`config.mk`:
```
export PLATFORM = sky130hd
export DESIGN_NAME = scsi_ireg
export DESIGN_NICKNAME = d
export VERILOG_FILES = /design/src/rtl/scsi_ireg_pkg.sv /design/src/rtl/scsi_msb_index.sv /design/src/rtl/scsi_ireg_core.sv /design/src/rtl/scsi_irq_flags.sv /design/src/rtl/scsi_ireg_status.sv /design/src/rtl/scsi_ireg.sv
export SDC_FILE = /design/constraint.sdc
export NUM_CORES = 1
export LEC_CHECK = 0
export ABC_AREA = 0
export CAP_MARGIN = 20
export CORE_MARGIN = 4
export CORE_UTILIZATION = 26
export DETAILED_ROUTE_END_ITERATION = 10
export PLACE_DENSITY_LB_ADDON = 0.2
export SYNTH_ARGS = -nofsm -noshare
export SYNTH_HDL_FRONTEND = slang
export SYNTH_SLANG_ARGS = --single-unit
```
`constraint.sdc`:
```
create_clock -name clk -period 1.9 [get_ports clk]
set_input_delay 0.38 -clock clk [delete_from_list [all_inputs] [get_ports clk]]
set_output_delay 0.38 -clock clk [all_outputs]
set_load 0.05 [all_outputs]
```
`src/rtl/scsi_ireg_pkg.sv`:
```
package scsi_ireg_pkg;
  localparam int REG_W = 8;
  localparam int ADR_W = 3;

  typedef enum logic [ADR_W-1:0] {
    A_DATA = 3'd0, A_ICMD = 3'd1, A_MODE = 3'd2, A_TCMD = 3'd3,
    A_SELEN = 3'd4, A_XSEND = 3'd5, A_SPARE = 3'd6, A_XRECV = 3'd7
  } reg_addr_e;

  typedef enum logic [1:0] {
    XFER_IDLE = 2'd0, XFER_SEND = 2'd1, XFER_RECV = 2'd2
  } xfer_e;

  // initiator command bits
  localparam int IC_DBUS = 0, IC_ATN = 1, IC_SEL = 2, IC_BSY = 3, IC_ACK = 4;
  localparam int IC_LOST = 5, IC_AIP = 6;
  // mode bits
  localparam int MD_ARB = 0, MD_DMA = 1, MD_MBSY = 2, MD_EOPI = 3;
  // target command bits
  localparam int TC_IO = 0, TC_CD = 1, TC_MSG = 2, TC_REQ = 3, TC_LAST = 7;

  // control lines, packed in bus-status read order
  typedef struct packed {
    logic bsy, req, msg, cd, io, sel, atn, ack;
  } ctl_t;
endpackage

```
`src/rtl/scsi_msb_index.sv`:
```
module scsi_msb_index #(
  parameter int W = 7,
  localparam int IW = (W > 1) ? $clog2(W) : 1
) (
  input  logic [W-1:0]  vec,
  output logic [IW-1:0] idx,
  output logic          any
);
  always_comb begin
    idx = '0;
    for (int i = 0; i < W; i++)
      if (vec[i]) idx = IW'(i);
  end
  assign any = |vec;
endmodule

```
`src/rtl/scsi_ireg_core.sv`:
```
module scsi_ireg_core
  import scsi_ireg_pkg::*;
#(
  parameter int DW = REG_W,
  localparam int IDW = $clog2(DW - 1)
) (
  input  logic             clk,
  input  logic             rst,
  input  logic             wr,
  input  logic [ADR_W-1:0] addr,
  input  logic [DW-1:0]    wdata,
  input  logic             xfer_last,
  output logic [DW-1:0]    odr_q,
  output logic [DW-1:0]    icr_q,
  output logic [DW-1:0]    mode_q,
  output logic [DW-1:0]    tcr_q,
  output logic [DW-1:0]    ser_q,
  output xfer_e            xfer_q,
  output logic [IDW-1:0]   tid_q,
  output logic             tid_vld_q
);
  logic [IDW-1:0] id_next;
  logic           id_any;
  logic           sel_step;

  scsi_msb_index #(.W(DW - 1)) u_idx (
    .vec(odr_q[DW-2:0]), .idx(id_next), .any(id_any)
  );

  // BSY+SEL written while the held byte has SEL alone
  assign sel_step = wdata[IC_BSY] && wdata[IC_SEL] && icr_q[IC_SEL] && !icr_q[IC_BSY];

  always_ff @(posedge clk) begin
    if (rst) begin
      odr_q <= '0; icr_q <= '0; mode_q <= '0; tcr_q <= '0; ser_q <= '0;
      xfer_q <= XFER_IDLE; tid_q <= '0; tid_vld_q <= 1'b0;
    end else begin
      if (xfer_last && xfer_q == XFER_SEND) tcr_q[TC_LAST] <= 1'b1;
      if (wr) begin
        case (addr)
          A_DATA:  odr_q <= wdata;
          A_ICMD: begin
            if (sel_step) begin
              tid_q     <= id_next;
              tid_vld_q <= id_any;
            end
            icr_q <= wdata;
          end
          A_MODE: begin
            if (wdata[MD_ARB] && !mode_q[MD_ARB]) begin
              icr_q[IC_LOST] <= 1'b0;
              icr_q[IC_AIP]  <= 1'b1;
            end
            mode_q <= wdata;
            if (!wdata[MD_DMA]) begin
              tcr_q[TC_LAST] <= 1'b0;
              xfer_q         <= XFER_IDLE;
            end
          end
          A_TCMD:  tcr_q  <= wdata;
          A_SELEN: ser_q  <= wdata;
          A_XSEND: xfer_q <= XFER_SEND;
          A_XRECV: xfer_q <= XFER_RECV;
          default: ;
        endcase
      end
    end
  end
endmodule

```
`src/rtl/scsi_irq_flags.sv`:
```
module scsi_irq_flags (
  input  logic clk,
  input  logic rst,
  input  logic set_phase,
  input  logic set_eop,
  input  logic eop_int_en,
  input  logic clr_int,
  input  logic clr_eod,
  output logic int_q,
  output logic eod_q
);
  always_ff @(posedge clk) begin
    if (rst) begin
      int_q <= 1'b0;
      eod_q <= 1'b0;
    end else begin
      if (set_phase || (set_eop && eop_int_en)) int_q <= 1'b1;
      else if (clr_int)                        int_q <= 1'b0;
      if (clr_eod)      eod_q <= 1'b0;
      else if (set_eop) eod_q <= 1'b1;
    end
  end
endmodule

```
`src/rtl/scsi_ireg_status.sv`:
```
module scsi_ireg_status
  import scsi_ireg_pkg::*;
#(
  parameter int DW = REG_W
) (
  input  logic [ADR_W-1:0] addr,
  input  logic [DW-1:0]    odr,
  input  logic [DW-1:0]    icr,
  input  logic [DW-1:0]    mode,
  input  logic [DW-1:0]    tcr,
  input  logic [DW-1:0]    bus_data,
  input  ctl_t             bus,
  input  ctl_t             drv,
  input  logic             int_f,
  input  logic             eod_f,
  output logic             phase_bad,
  output logic [DW-1:0]    rdata
);
  logic          drq;
  logic [DW-1:0] stat;

  assign drq       = bus.req && mode[MD_DMA];
  assign phase_bad = drq && ({bus.msg, bus.cd, bus.io} != tcr[TC_MSG:TC_IO]);

  always_comb begin
    stat    = '0;
    stat[0] = bus.ack;
    stat[2] = !bus.bsy && mode[MD_MBSY];
    stat[3] = (drv == bus);
    stat[4] = int_f;
    stat[6] = drq;
    stat[7] = eod_f;
  end

  always_comb begin
    case (addr)
      A_DATA:  rdata = icr[IC_DBUS] ? odr : bus_data;
      A_ICMD:  rdata = icr;
      A_MODE:  rdata = mode;
      A_TCMD:  rdata = tcr;
      A_SELEN: rdata = bus;
      A_XSEND: rdata = stat;
      default: rdata = '1;
    endcase
  end
endmodule

```
`src/rtl/scsi_ireg.sv`:
```
module scsi_ireg
  import scsi_ireg_pkg::*;
(
  input  logic       clk,
  input  logic       rst,
  input  logic [2:0] host_addr,
  input  logic       host_wr,
  input  logic [7:0] host_wdata,
  input  logic       host_rd,
  output logic [7:0] host_rdata,
  input  logic [7:0] bus_data_i,
  input  logic       bus_bsy_i,
  input  logic       bus_sel_i,
  input  logic       bus_atn_i,
  input  logic       bus_ack_i,
  input  logic       bus_req_i,
  input  logic       bus_msg_i,
  input  logic       bus_cd_i,
  input  logic       bus_io_i,
  output logic [7:0] drv_data_o,
  output logic       drv_data_en_o,
  output logic       drv_bsy_o,
  output logic       drv_sel_o,
  output logic       drv_atn_o,
  output logic       drv_ack_o,
  output logic       drv_req_o,
  output logic       drv_msg_o,
  output logic       drv_cd_o,
  output logic       drv_io_o,
  output logic       drv_arb_o,
  output logic [7:0] sel_enable_o,
  output logic [2:0] target_id_o,
  output logic       target_id_vld_o,
  output logic [1:0] xfer_mode_o,
  output logic       xfer_en_o,
  input  logic       xfer_last_i
);
  logic [7:0] odr_q, icr_q, mode_q, tcr_q;
  xfer_e      xfer_q;
  logic       int_q, eod_q, phase_bad;
  ctl_t       bus_c, drv_c;

  scsi_ireg_core #(.DW(REG_W)) u_core (
    .clk(clk), .rst(rst), .wr(host_wr), .addr(host_addr), .wdata(host_wdata),
    .xfer_last(xfer_last_i), .odr_q(odr_q), .icr_q(icr_q), .mode_q(mode_q),
    .tcr_q(tcr_q), .ser_q(sel_enable_o), .xfer_q(xfer_q),
    .tid_q(target_id_o), .tid_vld_q(target_id_vld_o)
  );

  scsi_irq_flags u_flags (
    .clk(clk), .rst(rst), .set_phase(phase_bad), .set_eop(xfer_last_i),
    .eop_int_en(mode_q[MD_EOPI]),
    .clr_int(host_rd && host_addr == A_XRECV),
    .clr_eod(host_wr && host_addr == A_MODE && !host_wdata[MD_DMA]),
    .int_q(int_q), .eod_q(eod_q)
  );

  assign bus_c = '{bsy: bus_bsy_i, req: bus_req_i, msg: bus_msg_i, cd: bus_cd_i,
                   io: bus_io_i, sel: bus_sel_i, atn: bus_atn_i, ack: bus_ack_i};
  assign drv_c = '{bsy: icr_q[IC_BSY], req: tcr_q[TC_REQ], msg: tcr_q[TC_MSG],
                   cd: tcr_q[TC_CD], io: tcr_q[TC_IO], sel: icr_q[IC_SEL],
                   atn: icr_q[IC_ATN], ack: icr_q[IC_ACK]};

  scsi_ireg_status #(.DW(REG_W)) u_stat (
    .addr(host_addr), .odr(odr_q), .icr(icr_q), .mode(mode_q), .tcr(tcr_q),
    .bus_data(bus_data_i), .bus(bus_c), .drv(drv_c), .int_f(int_q),
    .eod_f(eod_q), .phase_bad(phase_bad), .rdata(host_rdata)
  );

  assign drv_data_o    = odr_q;
  assign drv_data_en_o = icr_q[IC_DBUS];
  assign drv_bsy_o     = drv_c.bsy;
  assign drv_sel_o     = drv_c.sel;
  assign drv_atn_o     = drv_c.atn;
  assign drv_ack_o     = drv_c.ack;
  assign drv_req_o     = drv_c.req;
  assign drv_msg_o     = drv_c.msg;
  assign drv_cd_o      = drv_c.cd;
  assign drv_io_o      = drv_c.io;
  assign drv_arb_o     = mode_q[MD_ARB];
  assign xfer_mode_o   = xfer_q;
  assign xfer_en_o     = mode_q[MD_DMA] && (xfer_q != XFER_IDLE);
endmodule

```
==> results.yml <==
run_status:
  status: "complete, but fails checks"
  violations: "negative setup slack"
layout:
  stdcell_count: 553
  multi_input_area_um2: 1550
  diodes: 0
  regArea_um2: 965
  area_growth_pct: 64.1
  design_area_um2: 4050
  drive_gt1_frac: 0.347
  final_util: 0.439
  layout.nets: 455
  n_fill_cell: 929
synth:
  synth_xor_area_frac: 0.0284
  synth_nets: 333
  async_flop_share: 0
  synth-edff-count: 0
  yosys_warnings: 0
  syn_inst: 301
  synth_seq_area_share: 0.389
  synthAdderAreaFrac: 0
  ys_dominant_reg_cell: "dfxtp_1"
  syn-cell-area_um2: 2470
  synth_top_family_by_area: "simple AND/OR/NAND/NOR gates"
  yosysUniqueCellTypes: 43
  synthMuxAreaShare: 0.115
  synth.avg_cell_area_um2: 8.21
  synth_compound_area_frac: 0.187
  synth_seq_cells: 48
  synthSimpleGateAreaFrac: 0.229
clock_tree:
  clock_latency_ns: 0.31
  htreeDepth: 2
  clk_pin_slew_ns: 0.09
  numCtsBuffers: 5
  holdBufCountCts: 0
  numClockSinks: 48
  cts_buffer_depth: 2
  clock-root-buffer: "clkbuf_8"
  cts_tree: "built"
drt:
  route.met3.wl_um: 348
  first_iter_violations: 147
  wl_per_cell_um: 16.9
  firstDrtPassIters: 6
  met2_wirelength_um: 4650
  drc: 0
  num_vias: 2643
  top_layer: "met4"
  viasPerCell: 4.78
  met1_length_um: 4190
  drt-total-wl_um: 9360
  ant_nets: 0
flow_run:
  cap_violations: 0
pwr:
  ir_drop_mv: 0.292
  p_leak_nw: 1.61
  p_per_area_nw_per_um2: 610
worst_setup_path:
  start_kind: "primary input"
  required_ns: 1.52
  path_depth: 5
  rrSetupSlack_ns: 0.66
  cp.arrival_ns: 1.74
  critPathMaxFanout: 2
  critical-path-top-delay-family: "buffers and inverters"
  r2r_cells: 4
  cp-end-kind: "output pin"
  worst_r2r_endpoint: "u_core.icr_q[6]"
  cp-startpoint: "bus_io_i"
  path_buf_inv: 2
  r2r_start: "u_core.mode_q[0]"
  critical-path-max-stage-delay_ns: 0.53
  crit_end: "host_rdata[3]"
  critPathKind: "primary input to output pin"
  crit_chain: "clkdlybuf4s50_1, xor2_1, nor3_2, a311o_2, buf_12"
  slowest_stage: "clkdlybuf4s50_1"
timing:
  max_clock_freq_mhz: 471
  tightestPinTransition_ns: 0.492
  final-hold-violation-count: 0
  fin_crit_sh: 1.12
  period_minus_slack_ns: 2.12
  finalWorstSetupSlack_ns: -0.224
  tns_ns: -1.07
  rsz0062_at_grt: "true"
  drv_slew: 0
  setup_viol: 8
  holdWs_ns: 0.459
  relSlewSlack: 0.671
  skew_ns: 0.00577
global_routing:
  grt_first_pass_wirelength_um: 14500
  antenna_found_initial: 0
  grt_pass1_vias: 2652
  track_usage: 0.167
  grt_max_degree: 33
  overflow: 0
placement:
  placed_area_um2: 3760
  place_inst: 539
  port_buffers: 72
  gp_congestion: 0.935
  dp_hpwl_um: 7160
die:
  coreArea_um2: 9240
  placementRows: 35
  fp.dieW_um: 105
  die_h_um: 105
  io_pins: 73
  fp.dieArea_um2: 11100
  start_util: 0.267
hold_path:
  hp-class: "flip-flop to flip-flop"
==> worst min-delay path by stage <==
stage	from	to	slack, ns	cells past startpoint
6_report	u_core.tcr_q[5]	u_core.tcr_q[5]	0.46	2
5_1_grt	u_core.tcr_q[5]	u_core.tcr_q[5]	0.49	2
4_1_cts	u_core.tcr_q[5]	u_core.tcr_q[5]	0.46	2
3_5_place_dp	u_core.tcr_q[5]	u_core.tcr_q[5]	0.45	2
3_3_place_gp	u_core.mode_q[7]	u_core.mode_q[7]	0.45	2
2_1_floorplan	u_core.icr_q[6]	u_core.icr_q[6]	0.43	2
==> worst min-delay path, stage by stage, from the launching register on <==
cell,delay [ns]
dfxtp_1,0.32
nand2_1,0.05
a21oi_1,0.05
==> cells in the final DEF (no fill, tap or decap), drive strengths merged, types with 2 or more instances in the layout <==
cell / count
a21oi: 38
a221o: 2
a22o: 2
a22oi: 2
a311oi: 3
buf: 103
clkbuf: 6
clkdlybuf4s50: 25
dfxtp: 48
dlygate4sd2: 5
inv: 6
mux2: 4
mux2i: 24
nand2: 58
nand2b: 6
nand3: 8
nor2: 25
nor2b: 4
nor3: 6
nor4: 3
nor4bb: 2
o211ai: 5
o21ai: 10
o21bai: 2
o221ai: 2
o22ai: 2
xor2: 8
==> per-stage QoR <==
step           power [mW]  setup slack [ns]
6_report             2.47            -0.224
5_1_grt              2.57            -0.281
4_1_cts              2.49            -0.230
3_5_place_dp         1.65            -0.490
3_3_place_gp         1.65            -0.479
2_1_floorplan        1.36           -0.0932
==> repair_timing <==
item / CTS / global route
endpoints found under the setup margin: 13 / 8
pin swaps: 6 / 3
buffers inserted: 5 / 1
gates resized for setup: 29 / 15
gates cloned: 0 / 0
==> logic make-up (layout without fill, tap and decap cells) <==
logic type | Yosys count | count (layout)
buffers and inverters | 25 | 148
DFF | 48 | 48
and+or+nand+nor | 118 | 118
AOI/OAI and AO/OA | 74 | 74
muxes | 28 | 28
xor gates and xnor gates | 8 | 8
==> Yosys cell counts, types with 3 or more instances <==
cell type	number	share of area
xor2_1	8	0.028
nand2b_1	6	0.015
clkbuf_1	9	0.014
nand3_1	8	0.016
nor2b_1	4	0.010
inv_1	5	0.0076
o21ai_0	10	0.020
o211ai_1	5	0.015
nor4_1	3	0.0076
mux2i_1	24	0.097
nor3_1	3	0.0061
buf_2	7	0.014
dfxtp_1	48	0.39
nand2_1	58	0.088
mux2_2	4	0.018
a21oi_1	38	0.077
buf_6	3	0.014
nor2_1	25	0.038
==> state kept, by name, indices dropped and copies added, names as in the netlist, 2 cells and up <==
signal,count
u_core.icr_q,8
u_core.mode_q,8
u_core.odr_q,8
u_core.ser_q,8
u_core.tcr_q,8
u_core.tid_q,3
u_core.xfer_q,2
==> where the power goes <==
group,internal [mW],total (mW),switching [mW]
clock network,0.431,0.807,0.375
logic,0.286,0.621,0.335
registers,1.03,1.05,0.0200
==> final cells by class <==
cell class / count / area share
multi-input cells: 228 / 0.383
flip-flops and latches: 48 / 0.238
clock buffers: 6 / 0.0204
inverters: 6 / 0.00617
repair buffers: 134 / 0.303
well taps: 129 / 0.0398
clock inverters: 2 / 0.00957
==> routing by layer <==
layer / GRT usage / up-vias
met5: 0 / -
met4: 0.0453 / 0
met3: 0.0251 / 12
met2: 0.283 / 79
met1: 0.219 / 1254
li1: - / 1298
Note: power is estimated with default switching activity, not from simulation.
